**config.mk**
```make
export PLATFORM = sky130hd
export DESIGN_NAME = trig_preempt_sched
export DESIGN_NICKNAME = d
export VERILOG_FILES = /design/src/rtl/trig_preempt_pkg.sv /design/src/rtl/trig_pri_pick.sv /design/src/rtl/conv_progress.sv /design/src/rtl/ctx_slot.sv /design/src/rtl/trig_preempt_sched.sv
export SDC_FILE = /design/constraint.sdc
export NUM_CORES = 1
export LEC_CHECK = 0
export BUFFER_PORTS_ARGS = -buffer_cell sky130_fd_sc_hd__buf_2
export CAP_MARGIN = 20
export CORE_MARGIN = 5
export CORE_UTILIZATION = 40
export CTS_CLUSTER_DIAMETER = 120
export CTS_CLUSTER_SIZE = 8
export DETAILED_ROUTE_END_ITERATION = 8
export SLEW_MARGIN = 30
export SYNTH_ARGS = -nofsm -noshare
export SYNTH_HDL_FRONTEND = slang
export SYNTH_SLANG_ARGS = --single-unit
```
**constraint.sdc**
```tcl
create_clock -name clk -period 3.91 [get_ports clk]
set_clock_uncertainty 0.2 [all_clocks]
set_input_delay 0.1955 -clock clk [delete_from_list [all_inputs] [get_ports clk]]
set_output_delay 0.1955 -clock clk [all_outputs]
set_load 0.005 [all_outputs]
```
**src/rtl/trig_preempt_pkg.sv**
```systemverilog
package trig_preempt_pkg;
  typedef enum logic [1:0] {ST_IDLE, ST_START, ST_WAIT, ST_ABORT} sched_st_e;

  localparam int CFG_W           = 11;
  localparam int CFG_RESUME_BIT  = 8;
  localparam int CFG_CMDRES_BIT  = 9;
  localparam int CFG_NOPRE_BIT   = 10;

  localparam logic [1:0] MODE_ABORT = 2'd0;
  localparam logic [1:0] MODE_GROUP = 2'd1;
endpackage

```
**src/rtl/trig_pri_pick.sv**
```systemverilog
module trig_pri_pick #(
  parameter int N  = 4,
  parameter int IW = 2
) (
  input  logic [N-1:0]  req,
  output logic          any,
  output logic [IW-1:0] idx
);
  always_comb begin
    any = |req;
    idx = '0;
    for (int i = N - 1; i >= 0; i--) begin
      if (req[i]) idx = IW'(i);
    end
  end
endmodule

```
**src/rtl/conv_progress.sv**
```systemverilog
module conv_progress #(
  parameter int AVGW  = 3,
  parameter int LOOPW = 3
) (
  input  logic             clk,
  input  logic             rst_n,
  input  logic             clr,
  input  logic             step,
  input  logic [AVGW-1:0]  avg_lim,
  input  logic [LOOPW-1:0] loop_lim,
  output logic             grp_end,
  output logic             cmd_end
);
  logic [AVGW-1:0]  avg_q, avg_d;
  logic [LOOPW-1:0] loop_q, loop_d;

  assign grp_end = step && (avg_q == avg_lim);
  assign cmd_end = grp_end && (loop_q == loop_lim);

  always_comb begin
    avg_d  = avg_q;
    loop_d = loop_q;
    if (clr) begin
      avg_d  = '0;
      loop_d = '0;
    end else if (step) begin
      if (avg_q == avg_lim) begin
        avg_d  = '0;
        loop_d = loop_q + 1'b1;
      end else begin
        avg_d = avg_q + 1'b1;
      end
    end
  end

  always_ff @(posedge clk or negedge rst_n) begin
    if (!rst_n) begin
      avg_q  <= '0;
      loop_q <= '0;
    end else if (clr || step) begin
      avg_q  <= avg_d;
      loop_q <= loop_d;
    end
  end
endmodule

```
**src/rtl/ctx_slot.sv**
```systemverilog
module ctx_slot #(
  parameter int TW = 2,
  parameter int CW = 4
) (
  input  logic          clk,
  input  logic          rst_n,
  input  logic          save,
  input  logic          take,
  input  logic [TW-1:0] d_trig,
  input  logic [CW-1:0] d_cmd,
  output logic          valid,
  output logic [TW-1:0] trig,
  output logic [CW-1:0] cmd
);
  always_ff @(posedge clk or negedge rst_n) begin
    if (!rst_n) begin
      valid <= 1'b0;
    end else if (save || take) begin
      valid <= save;
    end
  end

  always_ff @(posedge clk or negedge rst_n) begin
    if (!rst_n) begin
      trig <= '0;
      cmd  <= '0;
    end else if (save) begin
      trig <= d_trig;
      cmd  <= d_cmd;
    end
  end
endmodule

```
**src/rtl/trig_preempt_sched.sv**
```systemverilog
module trig_preempt_sched
  import trig_preempt_pkg::*;
#(
  parameter int NTRIG   = 4,
  parameter int SEQ_LEN = 4,
  parameter int AVGW    = 3,
  parameter int LOOPW   = 3,
  localparam int TW = (NTRIG > 1) ? $clog2(NTRIG) : 1,
  localparam int SW = (SEQ_LEN > 1) ? $clog2(SEQ_LEN) : 1,
  localparam int CW = TW + SW
) (
  input  logic             clk,
  input  logic             rst_n,
  input  logic [10:0]      cfg_i,
  input  logic [NTRIG-1:0] trig_i,
  output logic             conv_start_o,
  output logic             conv_abort_o,
  output logic [CW-1:0]    conv_cmd_o,
  input  logic             conv_done_i,
  input  logic [AVGW-1:0]  cmd_avg_i,
  input  logic [LOOPW-1:0] cmd_loop_i,
  input  logic             cmd_last_i,
  output logic             result_valid_o,
  output logic             seq_drop_o
);
  sched_st_e        state_q, state_d;
  logic [TW-1:0]    trig_q, trig_d;
  logic [CW-1:0]    cmd_q, cmd_d;
  logic [NTRIG-1:0] pend_q, pend_d, pend_clr;
  logic             drop_q, drop_d;

  logic             hi_any;
  logic [TW-1:0]    hi_idx;
  logic             step, grp_end, cmd_end, clr;
  logic             sav_valid, save, take;
  logic [TW-1:0]    sav_trig;
  logic [CW-1:0]    sav_cmd, sv_cmd;
  logic             cand, pre_pt;
  logic [1:0]       mode;
  logic             unused_cfg;

  assign mode       = cfg_i[1:0];
  assign unused_cfg = ^cfg_i[7:2];

  trig_pri_pick #(.N(NTRIG), .IW(TW)) u_pick (
    .req(pend_q), .any(hi_any), .idx(hi_idx)
  );

  assign step = (state_q == ST_WAIT) && conv_done_i;

  conv_progress #(.AVGW(AVGW), .LOOPW(LOOPW)) u_prog (
    .clk(clk), .rst_n(rst_n), .clr(clr), .step(step),
    .avg_lim(cmd_avg_i), .loop_lim(cmd_loop_i),
    .grp_end(grp_end), .cmd_end(cmd_end)
  );

  ctx_slot #(.TW(TW), .CW(CW)) u_ctx (
    .clk(clk), .rst_n(rst_n), .save(save), .take(take),
    .d_trig(trig_q), .d_cmd(sv_cmd),
    .valid(sav_valid), .trig(sav_trig), .cmd(sav_cmd)
  );

  // strictly higher priority, enabled, and the single save slot is free
  assign cand = hi_any && (hi_idx < trig_q) && !cfg_i[CFG_NOPRE_BIT] && !sav_valid;

  always_comb begin
    case (mode)
      MODE_ABORT: pre_pt = cand;
      MODE_GROUP: pre_pt = cand && grp_end;
      default:    pre_pt = cand && cmd_end;
    endcase
  end

  always_comb begin
    if (!cfg_i[CFG_CMDRES_BIT])   sv_cmd = {trig_q, {SW{1'b0}}};
    else if (cmd_end)             sv_cmd = CW'(cmd_q + 1'b1);
    else                          sv_cmd = cmd_q;
  end

  always_comb begin
    state_d  = state_q;
    trig_d   = trig_q;
    cmd_d    = cmd_q;
    pend_clr = '0;
    drop_d   = 1'b0;
    clr      = 1'b0;
    save     = 1'b0;
    take     = 1'b0;
    case (state_q)
      ST_IDLE: begin
        if (hi_any) begin
          trig_d           = hi_idx;
          cmd_d            = {hi_idx, {SW{1'b0}}};
          pend_clr[hi_idx] = 1'b1;
          clr              = 1'b1;
          state_d          = ST_START;
        end
      end
      ST_START: state_d = ST_WAIT;
      ST_WAIT: begin
        if (step && cmd_end && cmd_last_i) begin
          clr = 1'b1;
          if (sav_valid && !(hi_any && (hi_idx < sav_trig))) begin
            take    = 1'b1;
            trig_d  = sav_trig;
            cmd_d   = sav_cmd;
            state_d = ST_START;
          end else if (hi_any) begin
            trig_d           = hi_idx;
            cmd_d            = {hi_idx, {SW{1'b0}}};
            pend_clr[hi_idx] = 1'b1;
            state_d          = ST_START;
          end else begin
            state_d = ST_IDLE;
          end
        end else if (pre_pt) begin
          clr              = 1'b1;
          save             = cfg_i[CFG_RESUME_BIT];
          drop_d           = !cfg_i[CFG_RESUME_BIT];
          trig_d           = hi_idx;
          cmd_d            = {hi_idx, {SW{1'b0}}};
          pend_clr[hi_idx] = 1'b1;
          state_d          = step ? ST_START : ST_ABORT;
        end else if (step && cmd_end) begin
          clr     = 1'b1;
          cmd_d   = CW'(cmd_q + 1'b1);
          state_d = ST_START;
        end else if (step) begin
          state_d = ST_START;
        end
      end
      default: state_d = ST_START;
    endcase
    pend_d = (pend_q & ~pend_clr) | trig_i;
  end

  always_ff @(posedge clk or negedge rst_n) begin
    if (!rst_n) begin
      state_q <= ST_IDLE;
      trig_q  <= '0;
      cmd_q   <= '0;
      pend_q  <= '0;
      drop_q  <= 1'b0;
    end else begin
      state_q <= state_d;
      trig_q  <= trig_d;
      cmd_q   <= cmd_d;
      pend_q  <= pend_d;
      drop_q  <= drop_d;
    end
  end

  assign conv_start_o   = (state_q == ST_START);
  assign conv_abort_o   = (state_q == ST_ABORT);
  assign conv_cmd_o     = cmd_q;
  assign result_valid_o = step;
  assign seq_drop_o     = drop_q;
endmodule

```
**Yosys cells after proc, flatten, opt, wreduce, memory -nomap -nowiden**

Cells that the tools add are included.

- Logic and storage cells: 114
- Input bits: 25
- Flip-flop bits (word level): 26

- Equality and inequality tests: 10
- Reduce and logical (&&, ||, !) cells: 30
- Bitwise gates (word level): 3
- Magnitude comparators: 4
- $add $sub $neg: 3
- Muxes and demuxes: 54

Operators by type and width:

| cell | number |
|---|---|
| $mux 4 | 11 |
| $mux 2 | 14 |
| $mux 3 | 6 |
| $mux 1 | 16 |
| $pmux 4 s2 | 2 |
| $logic_and 1x1->1 | 13 |
| $reduce_and 2->1 | 4 |
| $add 3x1->3 const B | 2 |
| $eq 3x3->1 | 2 |
| $pmux 2 s3 | 1 |
| $reduce_bool 2->1 | 3 |
| $ne 5x3->1 const B | 1 |
| $add 4x1->4 const B | 1 |
| $and 4x4->4 | 1 |
| $eq 2x1->1 const B | 2 |
| $eq 2x2->1 const B | 2 |
| $logic_not 1->1 | 4 |
| $logic_not 2->1 | 2 |
| $lt 2x2->1 | 2 |
| $ne 4x2->1 const B | 1 |
| $not 4->4 | 1 |
| $or 4x4->4 | 1 |
| $pmux 1 s2 | 2 |
| $pmux 2 s2 | 1 |
| other kinds (8) | 9 |

**Longest topological paths before layout**

Gate-level depths: netlist of run 1.

- Word-level depth: 16
- Depth in mapped cells: 11
- Gate-level depth less buffers: 10

**By module**

Synthesis of run 1 repeated with hierarchy kept, for this count alone.

- Cells, all modules: 196
- Area, all modules: 1873.0 um2

Modules (own cells, without submodules):

| module | sequential area each (um2) | times used | cells an instance | area an instance (um2) |
|---|---|---|---|---|
| trig_preempt_sched | 325.3 | 1 | 132 | 1126.1 |
| conv_progress | 150.1 | 1 | 41 | 422.9 |
| ctx_slot | 175.2 | 1 | 16 | 289.0 |
| trig_pri_pick | 0.0 | 1 | 7 | 35.0 |

**Least setup slack after synthesis of run 1**

OpenSTA, ideal clock, no wires.

- Kind: reg2reg
- Start point: register pend_q[0]
- End point: register cmd_q[1], in the netlist conv_cmd_o[1]
- Setup slack: 1.027 ns
- Stages on the path, launching flop included: 12
- Period minus slack after synthesis: 2.883 ns
- Arrival time: 2.562 ns
- Required time: 3.589 ns
- Cells stage by stage: dfrtp_1 buf_2 or3_1 inv_1 ha_1 nand2b_1 nand3_1 or4_1 buf_6 a31oi_4 o21ai_2 a22o_1

- Cells in the longest elaborated chain, start to end: 10
- Elaborated cells on any way between the ends: 20
- Those cells by class: order compare: 2; eq/ne: 1; mux: 7; reduce/logical: 10

Ends and longest elaborated chain:

| element | line | source |
|---|---|---|
| from (decl) | trig_preempt_sched.sv:29 | `logic [NTRIG-1:0] pend_q, pend_d, pend_clr;` |
| from (signal assigned) | trig_preempt_sched.sv:148 | `pend_q <= pend_d;` |
| $mux 2 | trig_pri_pick.sv:13 | `if (req[i]) idx = IW'(i);` |
| $lt 2x2->1 | trig_preempt_sched.sv:64 | `assign cand = hi_any && (hi_idx < trig_q) && !cfg_i[CFG_NOPRE_BIT] && !sav_valid;` |
| $logic_and 1x1->1 (3 in series) | trig_preempt_sched.sv:64 |  |
| $logic_and 1x1->1, on equally long branches | trig_preempt_sched.sv:70, trig_preempt_sched.sv:69 |  |
| $pmux 1 s2 | trig_preempt_sched.sv:67 | `case (mode)` |
| $mux 4 | trig_preempt_sched.sv:116 | `end else if (pre_pt) begin` |
| $mux 4 | trig_preempt_sched.sv:101 | `if (step && cmd_end && cmd_last_i) begin` |
| $pmux 4 s2 | trig_preempt_sched.sv:89 | `case (state_q)` |
| to (signal assigned) | trig_preempt_sched.sv:147 | `cmd_q <= cmd_d;` |
| to (decl) | trig_preempt_sched.sv:28 | `logic [CW-1:0] cmd_q, cmd_d;` |

Parallel ways exist; a longest one is shown, timed or not.
A chain may end at the register's enable or synchronous reset.

**Final worst setup path of run 1**

Same ends and word-level chain as after synthesis.

==> results by group, run 1 <==
Place
  – DP HPWL: 3.39 mm
  – Port Buffers: 26
  – Placed cell areas: 1970 sq um
  – Pre-CTS setup slack: 620 ps
  – RD Place Congestion: 0.848

Floorplan
  – Die Wd: 76.7 microns
  – Die height: 76.7 microns
  – Initial Util: 0.412
  – FP Rows: 24
  – Area of the die: 5890 sq um
  – IO Count: 33
  – Core Area: ~4300 sq um

Cells and area
  – Fill cells: 458
  – Layout area overhead: 16.3%
  – Layout cells sized above 1: 0.186
  – Area of the multi-input gates: roughly 1100 sq um
  – Register area: roughly 650 sq um
  – Nets: 262
  – Design area: about 2100 sq um
  – N_diodes: 0

Synthesis
  – Mapped Avg Cell Area: roughly 9.2 sq um
  – Cell variety after synth: 49
  – Leading area contributor after synthesis: dfrtp_1
  – Synth Warn #: 0
  – Synth cell count leaders: 26 x dfrtp_1, 17 x nand2_1, 14 x nor2_1, 10 x o21ai_0
  – Primary FF master, synth: dfrtp_1
  – Seq cells post-synth: 26
  – Top cells by area, synth: dfrtp_1 37%, ha_1 6.3%, xor2_1 3.9%
  – Cell area after synthesis: roughly 1800 sq um
  – Post-synth EDFFs: 0
  – Synth Instances: 193
  – Fraction of registers with async set or reset after synthesis: 1.00
  – Synth Net Count: 227
  – Sequential-to-total area share from yosys stat: 0.365
  – Top-area cell type share of the netlist area: 0.365
  – Most common cell in the netlist: dfrtp_1

Routing
  – Final WL: between 4 and 5 mm
  – DRT iter0 DRCs: 93
  – Vias: 1595
  – WL per Instance: about 16 microns
  – Pre-Repair DR Iteration Count: 4
  – DR DRC count: 0
  – DR vias/cell: approximately 5.7
  – Post-DRT Antenna Nets: 0

Clocking
  – CTS tree: yes
  – H-tree Lvls: 1
  – Clock root cell: clkbuf_8
  – Skew-Pair Late Insertion Delay: 270 ps
  – # Post-CTS Setup Buffers: 0
  – Clock sinks: 26
  – Hold-fix buffers at CTS: 6
  – Clock slew at reported path FFs: 90 ps
  – Cells resized by post-CTS repair: 0
  – Max clock buf depth: 2
  – CTS Buf Count: 3

Global routing
  – First-pass GRT wire length: 7.55 mm
  – Vias in the first global route: 1571
  – Largest net degree at the start of global routing: 27
  – Total grt overflow: 0
  – GRT Util Overall: 0.155
  – Initial antenna violation count: 0

Power and ir drop
  – Switching part of the total: 0.422
  – Worst vdd ir: 0.239 mV
  – P_sw: 0.000447 W
  – Clk network pwr share: 0.145
  – Pleak: around 0.94 nW
  – Combinational share of power: 0.490
  – Register share of total power: 0.365
  – Power Dens Cells: 511 nW/um^2
  – Power Internal: a little over 0.0006 W

Timing
  – Setup slack after layout: 567 ps
  – Final hold slack: 19.2 ps
  – Crit share post-route: 0.855
  – Final setup vio count: 0
  – Slew @ Worst Pin: slightly above 600 ps
  – Slew Limit Fails: 0
  – Final hold viol count: 0
  – Slew headroom: 0.587
  – Max Clk Rate: about 0.3 GHz
  – Fin crit period: 3340 ps
  – Unrepaired setup endpoints after global routing: no
  – Setup TNS: 0 ps

Setup path
  – Startpoint class of the critical path: register
  – Critical Path Fanout Max: 10
  – Critical path arrival: between 3000 and 4000 ps
  – CP Capture Type: register
  – CP Class: reg -> reg
  – CP required: between 3000 and 4000 ps

Min path
  – Min-Delay Path Class: in -> reg

Run status
  – Outcome: finished clean

Run
  – Max Cap Viol: 0
## cell families after synthesis
logic type	share of synthesized area
compound gates	0.240
flops	0.365
buf+inv	0.0401
simple gates	0.192
fa+ha+maj	0.0632
mux	0.0309
xor+xnor	0.0689
## registers in the layout, summed over array words and instances (netlist names)
name / count
u_ctx.trig: 2
conv_cmd_o: 4
u_ctx.valid: 1
pend_q: 4
state_q: 2
trig_q: 2
seq_drop_o: 1
u_prog.avg_q: 3
u_prog.loop_q: 3
u_ctx.cmd: 4
## routing by layer
layer,GRT usage,share of wire,vias up
li1,-,-,791
met1,0.208,0.47,759
met2,0.251,0.47,38
met3,0.0293,0.044,7
met4,0.0455,0.013,0
met5,0,0,-
## worst max-delay path, cell delays in order (launching register included)
cell and delay, ps:
dfrtp_1 490, or3_1 430, inv_1 150, ha_1 280, nand2b_1 90, nand3_1 130
or4_1 760, a31oi_4 350, o21ai_2 120, a22o_1 240
## layout by cell type, fill, tap and decap left out, types with 2 or more instances in the layout
master	n
dfrtp_1	26
buf_2	26
nand2_1	17
nor2_1	14
o21ai_0	10
inv_1	9
a21oi_1	9
ha_1	9
nor3_1	8
xor2_1	8
nand3_1	7
xnor2_1	6
dlygate4sd3_1	6
nor4_1	5
a21o_1	5
or3_1	3
o211ai_1	3
a31oi_1	3
and3_1	3
nand4_1	3
a311oi_1	3
a32o_1	3
clkbuf_8	3
buf_4	3
or4_1	2
nand2b_1	2
a211o_1	2
a22o_1	2
mux2_2	2
o31ai_1	2
o2bb2ai_1	2
a211oi_1	2
## per-stage QoR
stage	power, W	util	cells
4_1_cts	0.00106	0.479	278
6_report	0.00106	0.479	278
3_5_place_dp	0.000904	0.455	269
2_1_floorplan	0.000752	-	193
3_3_place_gp	0.000908	0.455	269
5_1_grt	0.00115	0.479	278
## layout make-up
type	count	share of cell area
Multi-Input combinational cell	152	0.511
Sequential cell	26	0.314
Timing Repair Buffer	35	0.103
Tap cell	52	0.0314
Inverter	10	0.0205
Clock buffer	3	0.0199
## power groups by stage
stage	combinational (W)	clock [W]	sequential, W
finish	0.000519	0.000154	0.000386
global route	0.000590	0.000170	0.000395
CTS	0.000521	0.000158	0.000385
detailed placement	0.000513	0	0.000391
global placement	0.000517	0	0.000391
floorplan	0.000381	0	0.000371
## worst paths after layout
check                                end  slack [ps]    startpoint  depth (start not counted)
setup / recovery           conv_cmd_o[1]         570     pend_q[0]                          9
hold / removal              u_ctx.cmd[0]          20      cfg_i[9]                          3
setup reg to reg           conv_cmd_o[1]         570     pend_q[0]                          9
hold reg to reg             u_ctx.cmd[1]         310  u_ctx.cmd[1]                          2
max in group asynchronous  conv_cmd_o[3]        2870         rst_n                          2
min in group asynchronous      pend_q[0]         260         rst_n                          2
Power figures use the tool's default switching activity.
==> inputs of run 2 (changes only) <==
==> constraint.sdc (replaced) <==
create_clock -name clk -period 3.91 [get_ports clk]
set_clock_uncertainty 0.2 [all_clocks]
set_input_delay 0.782 -clock clk [delete_from_list [all_inputs] [get_ports clk]]
set_output_delay 0.782 -clock clk [all_outputs]
set_load 0.005 [all_outputs]
==> results by group, run 2 (same netlist as run 1, synthesis figures left out) <==
Routing
  – Pre-Repair DR Iteration Count: 4 (unchanged)
  – DR DRC count: 0 (unchanged)
  – DRT iter0 DRCs: 165 (+77%)
  – DR vias/cell: 5.80 (+1.1%)
  – Post-DRT Antenna Nets: 0 (unchanged)
  – Vias: 1578 (-1.1%)
  – Final WL: 4.23 mm (-2.7%)
  – WL per Instance: 15.5 microns (-0.52%)

Global routing
  – Total grt overflow: 0 (unchanged)
  – Vias in the first global route: 1500 (-4.5%)
  – Initial antenna violation count: 0 (unchanged)
  – Largest net degree at the start of global routing: 27 (unchanged)
  – GRT Util Overall: 0.150 (-0.00404)
  – First-pass GRT wire length: 7.36 mm (-2.5%)

Timing
  – Final hold viol count: 0 (unchanged)
  – Slew @ Worst Pin: 632 ps (+18.0 ps)
  – Crit share post-route: 0.849 (-0.00636)
  – Final hold slack: 299 ps (+280 ps)
  – Max Clk Rate: 0.301 GHz (+0.75%)
  – Slew headroom: 0.575 (-0.0121)
  – Final setup vio count: 0 (unchanged)
  – Slew Limit Fails: 0 (unchanged)
  – Fin crit period: 3320 ps (-24.9 ps)
  – Unrepaired setup endpoints after global routing: no
  – Setup TNS: 0 ps (unchanged)

Min path
  – Min-Delay Path Class: in -> async

Cells and area
  – Nets: 255 (-2.7%)
  – Fill cells: 445 (-2.8%)
  – Layout cells sized above 1: 0.191 (+0.00507)
  – Layout area overhead: 13.3%
  – N_diodes: 0 (unchanged)
  – Non-filler cells, final: 272 (-2.2%)
  – Commonest non-fill, non-tap cells in the layout: 26 x dfrtp_1, 26 x buf_2, 17 x nand2_1

Run
  – Max Cap Viol: 0 (unchanged)

Clocking
  – Clock root cell: clkbuf_8
  – Cells resized by post-CTS repair: 0 (unchanged)
  – CTS Buf Count: 3 (unchanged)
  – Clock sinks: 26 (unchanged)
  – H-tree Lvls: 1 (unchanged)
  – Hold-fix buffers at CTS: 0 (-6)
  – CTS tree: yes
  – Clock slew at reported path FFs: 100 ps (about the same)
  – Max clock buf depth: 2 (unchanged)
  – # Post-CTS Setup Buffers: 0 (unchanged)
  – Skew-Pair Late Insertion Delay: 270 ps (about the same)

Power and ir drop
  – Power Internal: 0.000622 W (+1.8%)
  – P_sw: 0.000451 W (+0.82%)
  – Worst vdd ir: 0.272 mV (+14%)
  – Clk network pwr share: 0.164 (+0.019)
  – Power Dens Cells: 532 nW/um^2 (+4.1%)
  – Switching part of the total: 0.420 (-0.00232)
  – Pleak: 0.913 nW (-2.5%)
  – Register share of total power: 0.360 (-0.005)
  – Combinational share of power: 0.477 (-0.013)

Place
  – Port Buffers: 26 (unchanged)
  – RD Place Congestion: 0.878 (+3.5%)
  – Post-placement cell count: 268 (-0.37%)
  – DP HPWL: 3.28 mm (-3.3%)

Run status
  – Outcome: finished clean

Floorplan
  – Core Area: 4320 sq um (unchanged)
  – Die Wd: 76.7 microns (unchanged)
  – Die height: 76.7 microns (unchanged)
  – Initial Util: 0.412 (unchanged)
  – IO Count: 33 (unchanged)
  – FP Rows: 24 (unchanged)
  – Area of the die: 5890 sq um (unchanged)

Setup path
  – CP required: 3870 ps (about the same)
  – Worst r2r src: pend_q[0]
  – Worst setup path startpoint: pend_q[0]
  – CP Capture Type: register
  – CP Class: reg -> reg
  – Startpoint class of the critical path: register
  – Critical path arrival: 3280 ps (-20 ps)
  – Critical Path Fanout Max: 10 (unchanged)
run 2: layer usage:
layer | routed length (microns) | global-route usage | share of wire | vias up
li1 | - | - | - | 779
met1 | 1960 | 0.207 | 0.46 | 753
met2 | 2000 | 0.239 | 0.47 | 42
met3 | 239 | 0.0304 | 0.057 | 4
met4 | 36 | 0.0402 | 0.0085 | 0
met5 | 0 | 0 | 0 | -
run 2: final timing paths:
kind,to,slack [ps],cells past startpoint
worst max-delay path,conv_cmd_o[1],590,9
max in group asynchronous,seq_drop_o,2810,1
worst min-delay path,pend_q[3],300,1
min in group clk,u_ctx.cmd[1],300,2
worst max register to register,conv_cmd_o[1],590,9
worst min register to register,u_ctx.cmd[1],300,2
run 2: final cells by class:
class,instances,area (sq um),area share
multi-input combinational,152,1060,0.525
clock buffer,4,55.1,0.0273
sequential,26,651,0.323
inverter,10,42.5,0.0211
timing repair buffer,28,145,0.0720
tap,52,65.1,0.0323
run 2: critical path, cell delays in order, from the launching register on:
cell,delay [ps]
dfrtp_1,480
or3_1,420
inv_1,140
ha_1,270
nand2b_1,80
nand3_1,130
or4_1,760
a31oi_4,350
o21ai_2,120
a22o_1,240
run 2: power groups by stage:
stage | logic (W) | registers (W) | clock network, W
3_5_place_dp | 0.000509 | 0.000391 | 0
3_3_place_gp | 0.000509 | 0.000391 | 0
6_report | 0.000512 | 0.000386 | 0.000176
2_1_floorplan | 0.000381 | 0.000371 | 0
5_1_grt | 0.000579 | 0.000396 | 0.000198
4_1_cts | 0.000515 | 0.000386 | 0.000188
run 2: stage by stage:
step / utilization / setup WS (ps) / power, W / area, sq um
3_5_place_dp: 0.454 / 631 / 0.000900 / 1960
5_1_grt: 0.466 / 388 / 0.00117 / 2020
4_1_cts: 0.466 / 589 / 0.00109 / 2020
2_1_floorplan: - / 1030 / 0.000752 / 1780
3_3_place_gp: 0.454 / 583 / 0.000900 / 1960
6_report: 0.466 / 592 / 0.00107 / 2020
